==> config.mk <==
export PLATFORM = sky130hd
export DESIGN_NAME = phy_scan_seq
export DESIGN_NICKNAME = d
export VERILOG_FILES = /design/src/rtl/phy_scan_seq.sv
export SDC_FILE = /design/constraint.sdc
export NUM_CORES = 1
export LEC_CHECK = 0
export BUFFER_PORTS_ARGS = -buffer_cell sky130_fd_sc_hd__clkbuf_2
export CAP_MARGIN = 25
export CORE_MARGIN = 4
export CORE_UTILIZATION = 33
export CTS_CLUSTER_DIAMETER = 150
export DETAILED_ROUTE_END_ITERATION = 12
export MAX_ROUTING_LAYER = met4
export PLACE_DENSITY = 0.59
export SLEW_MARGIN = 20
export SYNTH_ARGS = -nofsm -noshare
export SYNTH_HDL_FRONTEND = slang
export SYNTH_SLANG_ARGS = --single-unit
==> constraint.sdc <==
create_clock -name clk -period 3.25 [get_ports clk]
set_input_delay 0.325 -clock clk [delete_from_list [all_inputs] [get_ports clk]]
set_output_delay 0.325 -clock clk [all_outputs]
set_load 0.01 [all_outputs]
==> src/rtl/phy_scan_seq.sv <==
module phy_scan_seq #(
  parameter int N_SLOTS    = 4,
  parameter int GAP_CYCLES = 2500
) (
  input  logic                          clk,
  input  logic                          rst_n,
  input  logic                          start,
  input  logic [15:0]                   cfg_adv,
  input  logic                          force_media,
  input  logic                          full_duplex,
  input  logic                          speed100,
  input  logic                          phy_required,
  output logic                          req_valid,
  output logic                          req_write,
  output logic [4:0]                    req_phy,
  output logic [4:0]                    req_reg,
  output logic [15:0]                   req_wdata,
  input  logic                          req_done,
  input  logic [15:0]                   req_rdata,
  output logic [5*N_SLOTS-1:0]          found_tbl,
  output logic [$clog2(N_SLOTS+1)-1:0]  found_count,
  output logic                          done
);
  localparam int CW = $clog2(N_SLOTS+1);
  localparam int SW = $clog2(N_SLOTS);
  localparam int GW = $clog2(GAP_CYCLES+1);

  typedef enum logic [3:0] {
    S_IDLE, S_RST, S_RCT, S_RAD, S_DEC, S_WAD, S_CHK, S_WC1, S_GAP, S_WC2, S_NXT, S_FIN
  } st_t;

  st_t            state;
  logic [5:0]     idx;
  logic [CW-1:0]  cnt;
  logic [15:0]    st_r, ct_r, ad_r, eff_adv, to_adv, new_ct;
  logic           ane_sw;
  logic [GW-1:0]  gap_cnt;
  logic [15:0]    adv_st [N_SLOTS];

  wire [SW-1:0] slot = cnt[SW-1:0];
  wire          full = (cnt == CW'(N_SLOTS));
  wire          qual = ((req_rdata & 16'h8301) == 16'h8001) ||
                       (!req_rdata[15] && (req_rdata[14:11] != 4'd0));
  wire [15:0]   ad_fix = (req_rdata[8:5] == 4'd0) ? (((st_r >> 6) & 16'h03E0) | 16'h0001)
                                                  : req_rdata;
  wire [15:0]   stored = adv_st[slot];
  wire [15:0]   chosen = (eff_adv != 16'd0) ? eff_adv : ((stored != 16'd0) ? stored : ad_r);
  wire          ane_chg = force_media ? ct_r[12] : !ct_r[12];
  wire [15:0]   ct_base = force_media ? (ct_r & ~16'h1000)
                                      : (ct_r | 16'h1000 | (ane_chg ? 16'h0200 : 16'h0000));
  wire [15:0]   ct_calc = (ct_base & ~16'hED80) | {2'b00, speed100, 4'b0000, full_duplex, 8'h00};

  assign req_valid = (state == S_RST) || (state == S_RCT) || (state == S_RAD) ||
                     (state == S_WAD) || (state == S_WC1) || (state == S_WC2);
  assign req_write = (state == S_WAD) || (state == S_WC1) || (state == S_WC2);
  assign req_phy   = idx[4:0];
  assign req_reg   = (state == S_RST) ? 5'd1 :
                     ((state == S_RAD) || (state == S_WAD)) ? 5'd4 : 5'd0;
  assign req_wdata = (state == S_WAD) ? to_adv : (req_write ? new_ct : 16'd0);
  assign found_count = cnt;

  wire step = req_valid && req_done;

  always_ff @(posedge clk or negedge rst_n) begin
    if (!rst_n) begin
      state     <= S_IDLE;
      idx       <= 6'd0;
      cnt       <= '0;
      st_r      <= 16'd0;
      ct_r      <= 16'd0;
      ad_r      <= 16'd0;
      eff_adv   <= 16'd0;
      to_adv    <= 16'd0;
      new_ct    <= 16'd0;
      ane_sw    <= 1'b0;
      gap_cnt   <= '0;
      found_tbl <= '0;
      done      <= 1'b0;
      for (int k = 0; k < N_SLOTS; k++) adv_st[k] <= 16'd0;
    end else begin
      done <= 1'b0;
      case (state)
        S_IDLE: if (start) begin
          idx       <= 6'd1;
          cnt       <= '0;
          found_tbl <= '0;
          eff_adv   <= cfg_adv;
          state     <= S_RST;
        end
        S_RST: if (step) begin
          st_r  <= req_rdata;
          state <= qual ? S_RCT : S_NXT;
        end
        S_RCT: if (step) begin
          ct_r  <= req_rdata;
          state <= S_RAD;
        end
        S_RAD: if (step) begin
          ad_r  <= ad_fix;
          state <= S_DEC;
        end
        S_DEC: begin
          if (eff_adv != 16'd0) adv_st[slot] <= eff_adv;
          else if (stored == 16'd0) begin
            adv_st[slot] <= ad_r;
            eff_adv      <= ad_r;
          end
          to_adv <= chosen;
          new_ct <= ct_calc;
          ane_sw <= ane_chg;
          found_tbl[slot*5 +: 5] <= idx[4:0];
          cnt   <= cnt + 1'b1;
          state <= (chosen != ad_r) ? S_WAD : S_CHK;
        end
        S_WAD: if (step) state <= S_CHK;
        S_CHK: state <= (new_ct == ct_r) ? S_NXT : (ane_sw ? S_WC1 : S_WC2);
        S_WC1: if (step) begin
          gap_cnt <= GW'(GAP_CYCLES);
          state   <= S_GAP;
        end
        S_GAP: if (gap_cnt == '0) state <= S_WC2;
               else gap_cnt <= gap_cnt - 1'b1;
        S_WC2: if (step) state <= S_NXT;
        S_NXT: begin
          if (idx == 6'd32 || full) state <= S_FIN;
          else begin
            idx   <= idx + 6'd1;
            state <= S_RST;
          end
        end
        S_FIN: begin
          if (cnt == '0 && phy_required) found_tbl[4:0] <= 5'd1;
          done  <= 1'b1;
          state <= S_IDLE;
        end
        default: state <= S_IDLE;
      endcase
    end
  end

  a_r11_req_hold: assert property (@(posedge clk) disable iff (!rst_n)
    (req_valid && !req_done) |=> (req_valid && $stable(req_write) && $stable(req_phy) &&
                                  $stable(req_reg) && $stable(req_wdata)));

  a_r10_done_pulse: assert property (@(posedge clk) disable iff (!rst_n)
    done |=> !done);

  a_r8_count_bound: assert property (@(posedge clk) disable iff (!rst_n)
    found_count <= CW'(N_SLOTS));

  a_r1_no_scan_when_full: assert property (@(posedge clk) disable iff (!rst_n)
    (req_valid && !req_write && req_reg == 5'd1) |-> (found_count < CW'(N_SLOTS)));

  a_r5_adv_write_differs: assert property (@(posedge clk) disable iff (!rst_n)
    (req_valid && req_write && req_reg == 5'd4) |-> (req_wdata != ad_r));

  a_r7_ctl_write_differs: assert property (@(posedge clk) disable iff (!rst_n)
    (req_valid && req_write && req_reg == 5'd0) |-> (req_wdata != ct_r));
endmodule

# Yosys cells after proc, flatten, opt, wreduce, memory -nomap -nowiden
# Cells that the tools add are included.
dict set report word_totals {
  regBits 207
  input_bits 40
  elab_cells 149
}
dict set report classes {
  addsub 4
  mul 1
  magnitude_cmp 2
  n_eq_ne 29
  shift 2
  n_mux 51
  bitwise 3
  n_reduce_logical 39
}
# operator n
set ops {}
lappend ops {{two-way mux 16 bit} 11}
lappend ops {{bitwise mux 64 bit} 2}
lappend ops {{two-way mux 64 bit} 2}
lappend ops {{two-way mux 4 bit} 12}
lappend ops {{case mux 4 bit (11 select lines)} 1}
lappend ops {{negation 5 -> 34 bit} 1}
lappend ops {{variable shift 5 x 34 -> 20 bit, first input constant} 1}
lappend ops {{variable part select 5 x 34 -> 20 bit} 1}
lappend ops {{binary-select mux 16 bit (select 2 bit)} 1}
lappend ops {{demux 16 bit (select 2 bit)} 1}
lappend ops {{case mux 16 bit (2 select lines)} 1}
lappend ops {{nonzero test 16 bit} 2}
lappend ops {{case mux 15 bit (2 select lines)} 1}
lappend ops {{!= test 2 bit, second input constant} 13}
lappend ops {{two-way mux 12 bit} 2}
lappend ops {{case mux 12 bit (2 select lines)} 1}
lappend ops {{bitwise mux 20 bit} 1}
lappend ops {{equality test 4 bit, second input constant} 5}
lappend ops {{two-way mux 20 bit} 1}
lappend ops {{equality test 16 bit} 1}
lappend ops {{equality test 4 x 3 -> 1 bit, second input constant} 4}
lappend ops {{logical NOT 16 bit} 1}
lappend ops {{!= test 16 bit} 1}
lappend ops {{case mux 5 bit (3 select lines)} 1}
lappend ops {{35 further kinds} 63}

# Logic depth before layout (Yosys ltp)
# Gate-level depths: netlist of run 1.
dict set report depth {
  depth_word 10
  mapped_depth 12
  depth_no_buf 9
}

# Worst setup path before layout of run 1
# OpenSTA, ideal clock, no wires.
dict set report synth_path {
  path_type {register to register}
  start {register cnt[1], in the netlist found_count[1]}
  end {register idx[5]}
  setup_time_ns 0.131
  t_arrival_ns 2.587
  path_slack_ns 0.532
  stages_incl_launch_ff 12
  n_path_buf 3
  synth_period_minus_slack_ns 2.718
  cell_sequence {dfrtp_1 > buf_2 > buf_2 > buf_2 > inv_1 > ha_1 > a22o_1 > o21ai_1 > and4_1 > nand3_1 > xor2_1 > nor2_1}
}
dict set report synth_via {
  elab_chain_cells 4
}
# element line_no
set synth_rtl {}
lappend synth_rtl {{start, declared} 34} ;# logic [CW-1:0] cnt;
lappend synth_rtl {{start signal, assigned} 112} ;# cnt <= cnt + 1'b1;
lappend synth_rtl {{equality test 3 bit} 41} ;# wire full = (cnt == CW'(N_SLOTS));
lappend synth_rtl {{logical OR 1 bit} 125} ;# if (idx == 6'd32 || full) state <= S_FIN;
lappend synth_rtl {{!= test 2 bit (no line)} n/a}
lappend synth_rtl {{AND reduction 3 bit (no line)} n/a}
lappend synth_rtl {{end signal, assigned} 127} ;# idx <= idx + 6'd1;
lappend synth_rtl {{end, declared} 33} ;# logic [5:0] idx;
# Every way passes these cells.
# A chain may end at the register's enable or synchronous reset.

# Worst setup path after layout of run 1
dict set report layout_path {
  start {register cnt[1], in the netlist found_count[1]}
  end {register state[0]}
}
dict set report layout_via {
  elab_chain_cells 10
}
# element line_no
set layout_rtl {}
lappend layout_rtl {{NOT 2 -> 3 bit (implied by the code) *} 46} ;# wire [15:0] stored = adv_st[slot];
lappend layout_rtl {{binary-select mux 16 bit (select 2 bit) *} 46}
lappend layout_rtl {{two-way mux 16 bit (implied by the code) * (2 in series)} 46}
lappend layout_rtl {{nonzero test 16 bit} 47} ;# wire [15:0] chosen = (eff_adv != 16'd0) ? eff_adv : ((stored != 16'd0) ? stored : ad_r);
lappend layout_rtl {{two-way mux 16 bit * (2 in series)} 47}
lappend layout_rtl {{!= test 16 bit *} 113} ;# state <= (chosen != ad_r) ? S_WAD : S_CHK;
lappend layout_rtl {{two-way mux 2 bit *} 113}
lappend layout_rtl {{case mux 4 bit (11 select lines) *} 82} ;# case (state)
lappend layout_rtl {{end signal, assigned} 92} ;# state <= qual ? S_RCT : S_NXT;
lappend layout_rtl {{end signal, assigned} 113}
lappend layout_rtl {{end signal, assigned} 116} ;# S_CHK: state <= (new_ct == ct_r) ? S_NXT : (ane_sw ? S_WC1 : S_WC2);
lappend layout_rtl {{end, declared} 32} ;# st_t state;
# Mark *: on every way between the ends. The rest lies on a longest branch, timed or not. The select of a mux whose other input is x is not followed.

==> summary.txt, run 1 <==
Worst setup path
  – Critical path depth: 8
  – Worst reg-to-reg path cell count: 8
  – Critical path required time: 3.56 ns
  – CP bufs+invs: 1
  – R2R Path Start: found_count[1]$_DFFE_PN0P_
  – Crit Path Max Fanout: 20
  – Crit end category: register
  – Reg2Reg Capture Point: state[0]$_DFFE_PN0P_
  – Worst path arrival time: between 3 and 4 ns
  – Critical path's top delay family: simple AND/OR/NAND/NOR gates
  – Cells along the critical path: buf_4, mux4_2, nor4_1, and4_1, nand2b_1, a31o_2, nand3_1, a221o_1
  – Worst path slowest cell: dfrtp_2
  – Startpoint types: register
  – Critical path class: register to register
  – Reg2reg setup slack: 0.32 ns
  – Crit. Startpoint: found_count[1]$_DFFE_PN0P_
  – Crit-path max cell delay: 0.67 ns
  – CP endpoint: state[0]$_DFFE_PN0P_

Global routing
  – First-pass GRT wire length: approximately 44,000 µm
  – Vias in the first global route: 7,729
  – Initial antenna violation count: 0
  – Largest net degree at the start of global routing: 93
  – Total global routing overflow: 0
  – GR Util All Layers: 0.173

Floorplanning
  – Die area: 32,700 µm²
  – Core Footprint: around 30,000 µm²
  – Die W: 181 µm
  – Die Height: 181 µm
  – Initial core utilization: 0.334
  – Site row count: 63
  – I/O pin count: 92

Place
  – Inst Count DP: 1,479
  – HPWL Detailed: 19,900 µm
  – IO Port Bufs: slightly below 90
  – Routability congestion estimate: 0.905

Synth
  – Post-synth EDFFs: 0
  – Cell area after synthesis: approximately 10000 µm²
  – Seq/Total Area, Yosys: 0.485
  – Mean Syn Cell Area: 9.38 µm²
  – Post-synth ARST share: 1.00
  – Synth Register Bits: approximately 190
  – Yosys cell types: 57
  – Ys Warns: 0
  – Mapped Cells: ~1,100
  – Ys flop type: dfrtp_1

Timing
  – Final min period: 2.93 ns
  – Slew @ Worst Pin: 0.892 ns
  – Final Hold Violating Endpoints: 0
  – Slew Limit Fails: 0
  – Final setup violating endpoints: 0
  – Relative slew slack: 0.400
  – Post-Route Skew: around 0.014 ns
  – Unrepaired setup endpoints after global routing: false
  – Tcrit/Tclk final: 0.902
  – Setup TNS: 0 ns
  – Max Freq: 0.341 GHz

Layout
  – N_diodes: 0
  – Layout cells sized above 1: 0.179
  – Non-Filler Instances: 1,512
  – Fillers: around 3,000
  – Final core utilization: 0.380
  – Nets: 1,159
  – Layout area overhead: 14.0%

Run
  – Max-cap violations: 0

Clocking
  – Clock Tree Root: clkbuf_16
  – Number of clock buffers inserted by TritonCTS: 17
  – Clk_lat worst skew: between 0.4 and 0.5 ns
  – Clk slew on worst S/H paths: ~0.070 ns
  – CTS sink cnt: 191
  – Depth of the CTS H-tree: 4
  – Clk buf depth: 2
  – TritonCTS clock tree: yes

Routing
  – Avg Vias per Cell: 5.29
  – Vias: 7,993
  – Routed WL per cell: around 18 µm
  – Initial DRC Count: 878
  – Final ANT Viol Nets: 0
  – Remaining routing DRC violations: 0
  – Final wirelength: around 28,000 µm
  – Initial DRT Pass Iterations: 5

Hold path
  – Worst Hold Class: input pin to register

Power and ir drop
  – Maximum VDD drop: ~0.00043 V
  – Cell Pwr Density: about 940 nW/µm²
  – Leakage power: around 5 nW

Run status
  – Outcome: finished clean
## tightest hold or removal path, cell delays in order
cell      delay, ns
clkbuf_2       0.07
nand2_1        0.04
nand2_1        0.05
## cells by family after synthesis
kind of cell | Yosys count | synth area share
buffers and inverters | 105 | 0.0520
multiplexers | 64 | 0.0891
flip-flops | 191 | 0.485
AO/OA/AOI/OAI | 253 | 0.158
XOR/XNOR | 34 | 0.0302
AND/OR/NAND/NOR | 393 | 0.173
adder cells (fa/ha/maj) | 10 | 0.0127
other | 1 | 0.000380
## area by class of cell
type                            instances  area [µm²]  area share
Clock buffer                           18         429      0.0382
Clock inverter                         14         165      0.0147
Inverter                               24        90.1     0.00801
Multi-Input combinational cell        757        4580       0.407
Sequential cell                       191        4780       0.425
Tap cell                              390         488      0.0434
Timing Repair Buffer                  118         714      0.0635
## layer usage
layer,wire [µm],share of wire,GRT usage
met3,1400,0.051,0.0264
met5,0,0,-
met4,494,0.018,0.0451
met1,12900,0.47,0.244
met2,12700,0.46,0.262
## worst min path at each step
stage               cells past startpoint                      to                   from  slack, ns
finish                                  3   new_ct[8]$_DFFE_PN0P_            full_duplex       0.08
detailed placement                      1  gap_cnt[7]$_DFFE_PN0P_                  rst_n       0.45
floorplan                               0     ad_r[0]$_DFFE_PN0P_                  rst_n       0.03
global placement                        2   to_adv[7]$_DFFE_PN0P_  to_adv[7]$_DFFE_PN0P_       0.46
global route                            3  new_ct[13]$_DFFE_PN0P_               speed100       0.09
CTS                                     3   new_ct[8]$_DFFE_PN0P_            full_duplex       0.08
## cell usage after synthesis, types with 4 or more instances
master / n / area, µm²
nand2_1: 221 / 830
dfrtp_1: 191 / 4780
o21ai_0: 81 / 405
nor2_1: 76 / 285
a21oi_1: 52 / 260
clkbuf_1: 47 / 176
mux2i_1: 27 / 270
inv_1: 24 / 90.1
a22o_1: 21 / 184
mux2_2: 21 / 236
o21ai_1: 21 / 105
xnor2_1: 19 / 166
buf_2: 18 / 90.1
nor4_1: 18 / 113
a31oi_1: 17 / 106
xor2_1: 15 / 131
a21oi_2: 14 / 123
mux4_2: 13 / 293
nand3_1: 13 / 65.1
nand2b_1: 12 / 75.1
nor3_1: 12 / 60.1
o22ai_1: 12 / 75.1
ha_1: 10 / 125
buf_4: 9 / 67.6
nand4_1: 8 / 50.1
a211oi_1: 7 / 52.6
and3_1: 7 / 43.8
nor2b_1: 6 / 37.5
and2_1: 5 / 31.3
and4_1: 5 / 43.8
a221oi_1: 4 / 35.0
buf_6: 4 / 45.0
## per-stage QoR
step / worst slack (ns) / hold WS, ns / area, µm² / total power [W]
global route: 0.136 / 0.0935 / 11200 / 0.0112
floorplan: 0.532 / 0.0294 / 9870 / 0.00701
detailed placement: 0.363 / 0.454 / 10600 / 0.00834
finish: 0.319 / 0.0828 / 11200 / 0.0105
CTS: 0.337 / 0.0753 / 11200 / 0.0105
global placement: 0.354 / 0.456 / 10600 / 0.00827
## flip-flops by register name, summed over array words and instances, names as in the netlist
signal,flops
ad_r,16
adv_st,64
ane_sw,1
ct_r,16
done,1
eff_adv,16
found_count,3
found_tbl,20
gap_cnt,12
idx,6
new_ct,11
st_r,5
state,4
to_adv,16
## timing repair
action / in CTS / in global routing
setup buffers: 0 / 0
hold endpoints to repair: 8 / 0
resized for setup: 0 / 0
hold buffers: 1 / 0
## cell usage in the layout (no fill, tap or decap), types with 6 or more instances in the layout
cell type,instances
inv_1,24
ha_1,10
xor2_1,15
o22ai_1,12
clkbuf_16,17
nand4_1,8
nor2b_1,6
a21oi_2,14
buf_4,26
mux2_2,21
nand2b_1,12
mux4_2,13
clkbuf_2,87
o21ai_0,81
nor4_1,18
a211oi_1,7
nor2_1,76
xnor2_1,19
nand3_1,13
and3_1,7
a31oi_1,17
o21ai_1,21
a21oi_1,52
nand2_1,221
nor3_1,12
mux2i_1,27
a22o_1,21
dfrtp_1,190
## power breakdown
part / internal [W] / switching [W]
registers: 0.00331 / 0.00119
clock network: 0.00121 / 0.000955
logic: 0.00172 / 0.00213
total: 0.00624 / 0.00427
Note: power is estimated with default switching activity, not from simulation.
==> inputs of run 2 (changes only) <==
Settings changed: REMOVE_ABC_BUFFERS set to 1.
==> run 2 against run 1 <==
  * Power increased by 0.45%
  * Sequential cell count did not move
  * Via count decreased by 0.29%
  * Die area stayed put
  * Sequential share of layout area fell by 0.052 points
  * Critical path depth up 1
  * Highest routed layer unchanged
==> summary.txt, run 2 (same netlist as run 1, synthesis figures left out) <==
Run status
  – Outcome: finished clean

Floorplanning
  – Core Footprint: 29,600 µm²
  – Die W: roughly 180 µm
  – Die area: roughly 33,000 µm²
  – Site row count: 63
  – I/O pin count: 92
  – Die Height: 181 µm
  – Initial core utilization: 0.334

Power and ir drop
  – Power Total: 0.0106 W
  – Sw Share: 0.423
  – Int Pwr: between 0.006 and 0.007 W
  – Reg power frac: 0.418
  – Gate power share: 0.383
  – Clk network pwr share: 0.198
  – Sw power: 0.00446 W
  – Leakage power: 5.01 nW
  – Maximum VDD drop: 0.000449 V
  – Cell Pwr Density: between 900 and 1000 nW/µm²

Worst setup path
  – Crit Path Max Fanout: 32
  – Worst path arrival time: 3.17 ns
  – R2R Path Start: found_count[0]$_DFFE_PN0P_
  – Reg2reg setup slack: 0.45 ns
  – Crit. Startpoint: found_count[0]$_DFFE_PN0P_
  – Reg2Reg Capture Point: adv_st[12]$_DFFE_PN0P_
  – Worst reg-to-reg path cell count: 9
  – Crit end category: register
  – Critical path required time: between 3 and 4 ns
  – Critical path class: register to register
  – Startpoint types: register

Place
  – IO Port Bufs: 88
  – HPWL Detailed: 20,800 µm
  – Routability congestion estimate: 0.926
  – Pre-CTS setup slack: roughly 0.5 ns

Hold path
  – Worst Hold Class: input pin to register
  – End of the worst hold path: new_ct[13]$_DFFE_PN0P_
  – Hold Crit Start: speed100
  – Worst hold path depth: 3

Routing
  – Vias: between 7,000 and 8,000
  – Final ANT Viol Nets: 0
  – Final wirelength: 28,900 µm
  – Remaining routing DRC violations: 0
  – Initial DRC Count: about 840
  – Initial DRT Pass Iterations: 5
  – Avg Vias per Cell: 5.27
  – Routed WL per cell: 19.1 µm

Layout
  – Top flop regs: adv_st (64), found_tbl (20)
  – Layout area overhead: 14.2%
  – Layout cells sized above 1: 0.180
  – Commonest cells after routing, fill and taps aside: nand2_1, dfrtp_1, clkbuf_2
  – N_diodes: 0
  – Commonest non-fill, non-tap cell in the layout: nand2_1
  – Largest register by flop count: adv_st
  – Final core utilization: 0.381
  – Nets: 1,158
  – Number of flip-flops in the largest register: 64

Timing
  – Unrepaired setup endpoints after global routing: false
  – Relative slew slack: 0.335
  – Final worst slack: 0.448 ns
  – Max Freq: between 0.3 and 0.4 GHz
  – Final min period: between 2 and 3 ns
  – Tcrit/Tclk final: 0.862
  – Final Hold Violating Endpoints: 0
  – Slew @ Worst Pin: 0.988 ns
  – Slew Limit Fails: 0
  – Final setup violating endpoints: 0
  – Post-Route Skew: 0.0166 ns

Clocking
  – CTS sink cnt: between 150 and 200
  – Clk_lat worst skew: 0.45 ns
  – TritonCTS clock tree: yes
  – Number of clock buffers inserted by TritonCTS: 17
  – Depth of the CTS H-tree: 4
  – Clk slew on worst S/H paths: 0.08 ns
  – CTS resizes: 0
  – Setup repair bufs after CTS: 0
  – Clock Tree Root: clkbuf_16
  – Clk buf depth: 2

Global routing
  – Initial antenna violation count: 0
  – GR Util All Layers: 0.181
  – Vias in the first global route: between 7,000 and 8,000
  – Total global routing overflow: 0
  – First-pass GRT wire length: 46,200 µm
  – Largest net degree at the start of global routing: 75

Run
  – Max-cap violations: 0
[run 2: cell count changes in the layout (fill, tap and decap cells not counted), sizes merged]
cell / before / now
inv: 26 / 32
bufinv: 3 / 0
buf: 29 / 28
clkinvlp: 2 / 1
clkinv: 7 / 6
clkbuf: 106 / 105
[run 2: per-stage QoR]
step           hold slack, ns  area [µm²]  cells  TNS [ns]
2_1_floorplan          0.0294        9450    972    -38.20
3_3_place_gp            0.268       10700   1478         0
3_5_place_dp            0.268       10700   1478         0
4_1_cts                0.0698       11300   1511         0
5_1_grt                0.0812       11300   1511         0
6_report               0.0818       11300   1511         0
[run 2: worst max path at each step]
stage / endpoint / slack, ns
5_1_grt: eff_adv[0]$_DFFE_PN0P_ / 0.30
3_3_place_gp: eff_adv[12]$_DFFE_PN0P_ / 0.51
4_1_cts: state[0]$_DFFE_PN0P_ / 0.48
6_report: adv_st[12]$_DFFE_PN0P_ / 0.45
2_1_floorplan: adv_st[10]$_DFFE_PN0P_ / -0.73
3_5_place_dp: state[0]$_DFFE_PN0P_ / 0.50
[run 2: worst max-delay path, stage by stage, from the launching register on]
cell	delay, ns
dfrtp_1	0.38
buf_12	0.23
mux4_2	0.62
nor4_1	0.32
and4_1	0.36
nand2b_1	0.16
and2b_1	0.18
buf_12	0.24
nor2_1	0.10
a21oi_2	0.12
[run 2: power groups by stage]
stage / logic (W) / clock network (W) / registers (W)
6_report: 0.00405 / 0.00210 / 0.00442
4_1_cts: 0.00404 / 0.00215 / 0.00439
3_5_place_dp: 0.00402 / 0 / 0.00443
3_3_place_gp: 0.00395 / 0 / 0.00441
5_1_grt: 0.00450 / 0.00225 / 0.00454
2_1_floorplan: 0.00267 / 0 / 0.00418
[run 2: repair_timing]
item / CTS / global route
setup endpoints to repair: 0 / 0
hold endpoints to repair: 36 / 0
hold buffers: 1 / 0
[run 2: area by class of cell]
class | count | area (µm²)
fill | 2985 | 18300
sequential | 191 | 4780
multi-input combinational | 757 | 4580
timing repair buffer | 117 | 732
tap | 390 | 488
clock buffer | 17 | 425
clock inverter | 15 | 163
inverter | 24 | 90.1
[run 2: routing by layer]
| metal | part of all wire | GRT usage |
|---|---|---|
| met5 | 0 | - |
| met2 | 0.45 | 0.268 |
| met3 | 0.070 | 0.0425 |
| met1 | 0.46 | 0.255 |
| met4 | 0.018 | 0.0417 |
==> inputs of run 3 (changes only) <==
Clock period 3.25 ns to 3.4 ns, I/O delays scaled along.
==> run 3 against run 2 <==
  * Clock-buffer cell count increased by 1
  * Largest power group unchanged
  * Highest routed layer unchanged
  * First-iteration DRC count decreased by 23%
  * Via count increased by 0.39%
  * Critical endpoint is now adv_st[9]$_DFFE_PN0P_
==> summary.txt, run 3 (same netlist as run 1, synthesis figures left out) <==
Run status
  – Outcome: finished clean

Layout
  – Commonest non-fill, non-tap cell in the layout: nand2_1
  – Top flop regs: adv_st (64), found_tbl (20)
  – Register area: 4780 µm²
  – Commonest cells after routing, fill and taps aside: nand2_1, dfrtp_1, clkbuf_2
  – Final Cell Area: 11,200 µm²
  – Layout cells sized above 1: 0.176
  – Number of flip-flops in the largest register: between 60 and 70
  – N_diodes: 0
  – Final core utilization: 0.378
  – Nets: between 1,000 and 1,500
  – Fillers: 3,007
  – Largest register by flop count: adv_st
  – Layout area overhead: 13.3%
  – Area of the multi-input gates: between 4000 and 5000 µm²

Power and ir drop
  – Clk network pwr share: 0.195
  – Sw Share: 0.413
  – Leakage power: 4.97 nW
  – Cell Pwr Density: 887 nW/µm²
  – Maximum VDD drop: 0.000385 V
  – Gate power share: 0.374
  – Reg power frac: 0.431
  – Int Pwr: 0.00581 W
  – Sw power: 0.00410 W

Global routing
  – Total global routing overflow: 0
  – Largest net degree at the start of global routing: around 70
  – Vias in the first global route: 7,828
  – GR Util All Layers: 0.180
  – Initial antenna violation count: 0
  – First-pass GRT wire length: approximately 46,000 µm

Routing
  – Initial DRT Pass Iterations: 6
  – Initial DRC Count: 650
  – Metal-1 WL: 13,600 µm
  – Uppermost routed layer: met4
  – Routed WL per cell: 19.0 µm
  – Remaining routing DRC violations: 0
  – Final wirelength: roughly 29,000 µm
  – Vias: 8,001
  – Avg Vias per Cell: 5.31
  – DR WL met2: between 10,000 and 15,000 µm
  – Met3 WL: between 1500 and 2000 µm
  – Final ANT Viol Nets: 0

Clocking
  – Depth of the CTS H-tree: 4
  – Clock Tree Root: clkbuf_16
  – Clk buf depth: 2
  – TritonCTS clock tree: yes
  – Number of clock buffers inserted by TritonCTS: 17
  – Clk_lat worst skew: 0.44 ns
  – Clk slew on worst S/H paths: 0.07 ns
  – CTS sink cnt: ~190

Hold path
  – Worst Hold Class: input pin to register
  – End of the worst hold path: new_ct[8]$_DFFE_PN0P_
  – Hold Crit Start: full_duplex
  – Worst hold path depth: 3

Place
  – Pre-CTS setup slack: 0.591 ns
  – Placed Area: 10,600 µm²
  – HPWL Detailed: 20,400 µm
  – IO Port Bufs: 88
  – Routability congestion estimate: 0.990

Floorplanning
  – Die area: 32,700 µm²
  – Initial core utilization: 0.334
  – Core Footprint: ~30,000 µm²
  – Site row count: 63
  – Die W: 181 µm
  – I/O pin count: between 90 and 100
  – Die Height: 181 µm

Worst setup path
  – Worst path slowest cell: mux4_2
  – Reg2Reg Capture Point: adv_st[9]$_DFFE_PN0P_
  – Startpoint types: register
  – Crit end category: register
  – Worst path arrival time: 3.17 ns
  – Crit-path max cell delay: approximately 0.6 ns
  – Reg2reg setup slack: 0.59 ns
  – Cells along the critical path: buf_12, mux4_2, nor4_1, and4_1, nand2b_1, and2b_1, buf_4, nor2_1, a21oi_2
  – Critical path required time: between 3 and 4 ns
  – Worst reg-to-reg path cell count: 9
  – R2R Path Start: found_count[0]$_DFFE_PN0P_
  – Critical path class: register to register
  – Crit Path Max Fanout: 32

Timing
  – Final worst slack: 0.592 ns
  – Slew @ Worst Pin: 0.993 ns
  – Relative slew slack: 0.332
  – Unrepaired setup endpoints after global routing: false
  – Post-Route Skew: 0.0154 ns
  – Final setup violating endpoints: 0
  – Tcrit/Tclk final: 0.826
  – Max Freq: 0.356 GHz
  – Final Hold Violating Endpoints: 0
  – Slew Limit Fails: 0
  – Final min period: 2.81 ns

Run
  – Max-cap violations: 0
[run 3: cell count changes in the layout (fill, tap and decap cells not counted), moves of 2 or more]
cell        before  now
buf_4           23   20
clkinvlp_4       1    3
clkinv_2         0    4
inv_8            4    1
inv_6            4    0
clkinv_8         3    0
[run 3: cell type report]
class                   instances  area share
inverters                      24     0.00806
well taps                     390      0.0437
clock inverters                13      0.0106
flip-flops and latches        191       0.428
multi-input cells             757       0.410
repair buffers                113      0.0617
clock buffers                  18      0.0384
[run 3: worst max-delay path: cells and delay by family, from the launching register on]
family	cells	cell delay, ns
buffers and inverters	2	0.56
AND/OR/NAND/NOR	5	1.05
AO/OA/AOI/OAI	1	0.11
flip-flops	1	0.38
multiplexers	1	0.60
[run 3: layer usage]
metal / GRT usage / vias to the layer above
met5: - / -
met4: 0.0390 / 0
met3: 0.0314 / 36
met2: 0.274 / 236
met1: 0.254 / 3964
li1: - / 3765
[run 3: worst max-delay path by stage]
stage                                          start                endpoint  slack [ns]  depth (start not counted)
final                     found_count[0]$_DFFE_PN0P_   adv_st[9]$_DFFE_PN0P_        0.59                          9
after floorplan           found_count[1]$_DFFE_PN0P_  adv_st[10]$_DFFE_PN0P_       -0.58                          7
after CTS                 found_count[0]$_DFFE_PN0P_   adv_st[9]$_DFFE_PN0P_        0.58                          9
after detailed placement  found_count[0]$_DFFE_PN0P_   adv_st[3]$_DFFE_PN0P_        0.59                          9
after global routing      found_count[0]$_DFFE_PN0P_   adv_st[3]$_DFFE_PN0P_        0.39                          9
after global placement    found_count[0]$_DFFE_PN0P_   adv_st[3]$_DFFE_PN0P_        0.62                          9
[run 3: power groups by stage]
| stage | Sequential [W] | Combinational [W] | Clock [W] |
|---|---|---|---|
| final | 0.00427 | 0.00371 | 0.00193 |
| after detailed placement | 0.00429 | 0.00370 | 0 |
| after global placement | 0.00427 | 0.00363 | 0 |
| after CTS | 0.00425 | 0.00372 | 0.00197 |
| after global routing | 0.00441 | 0.00412 | 0.00206 |
| after floorplan | 0.00399 | 0.00255 | 0 |
[run 3: metrics by stage]
step           std cells  hold WS [ns]  setup TNS, ns  power, W
5_1_grt             1506         0.115              0    0.0106
2_1_floorplan        972        0.0444         -25.95   0.00655
3_3_place_gp        1474         0.403              0   0.00790
3_5_place_dp        1474         0.408              0   0.00799
6_report            1506         0.111              0   0.00991
4_1_cts             1506         0.101              0   0.00994
[run 3: timing repair]
action | in CTS | in global routing
buffers inserted | 0 | 0
endpoints found under the hold margin | 63 | 0
gates resized for setup | 0 | 0
setup endpoints to repair | 0 | 0
hold buffers | 1 | 0
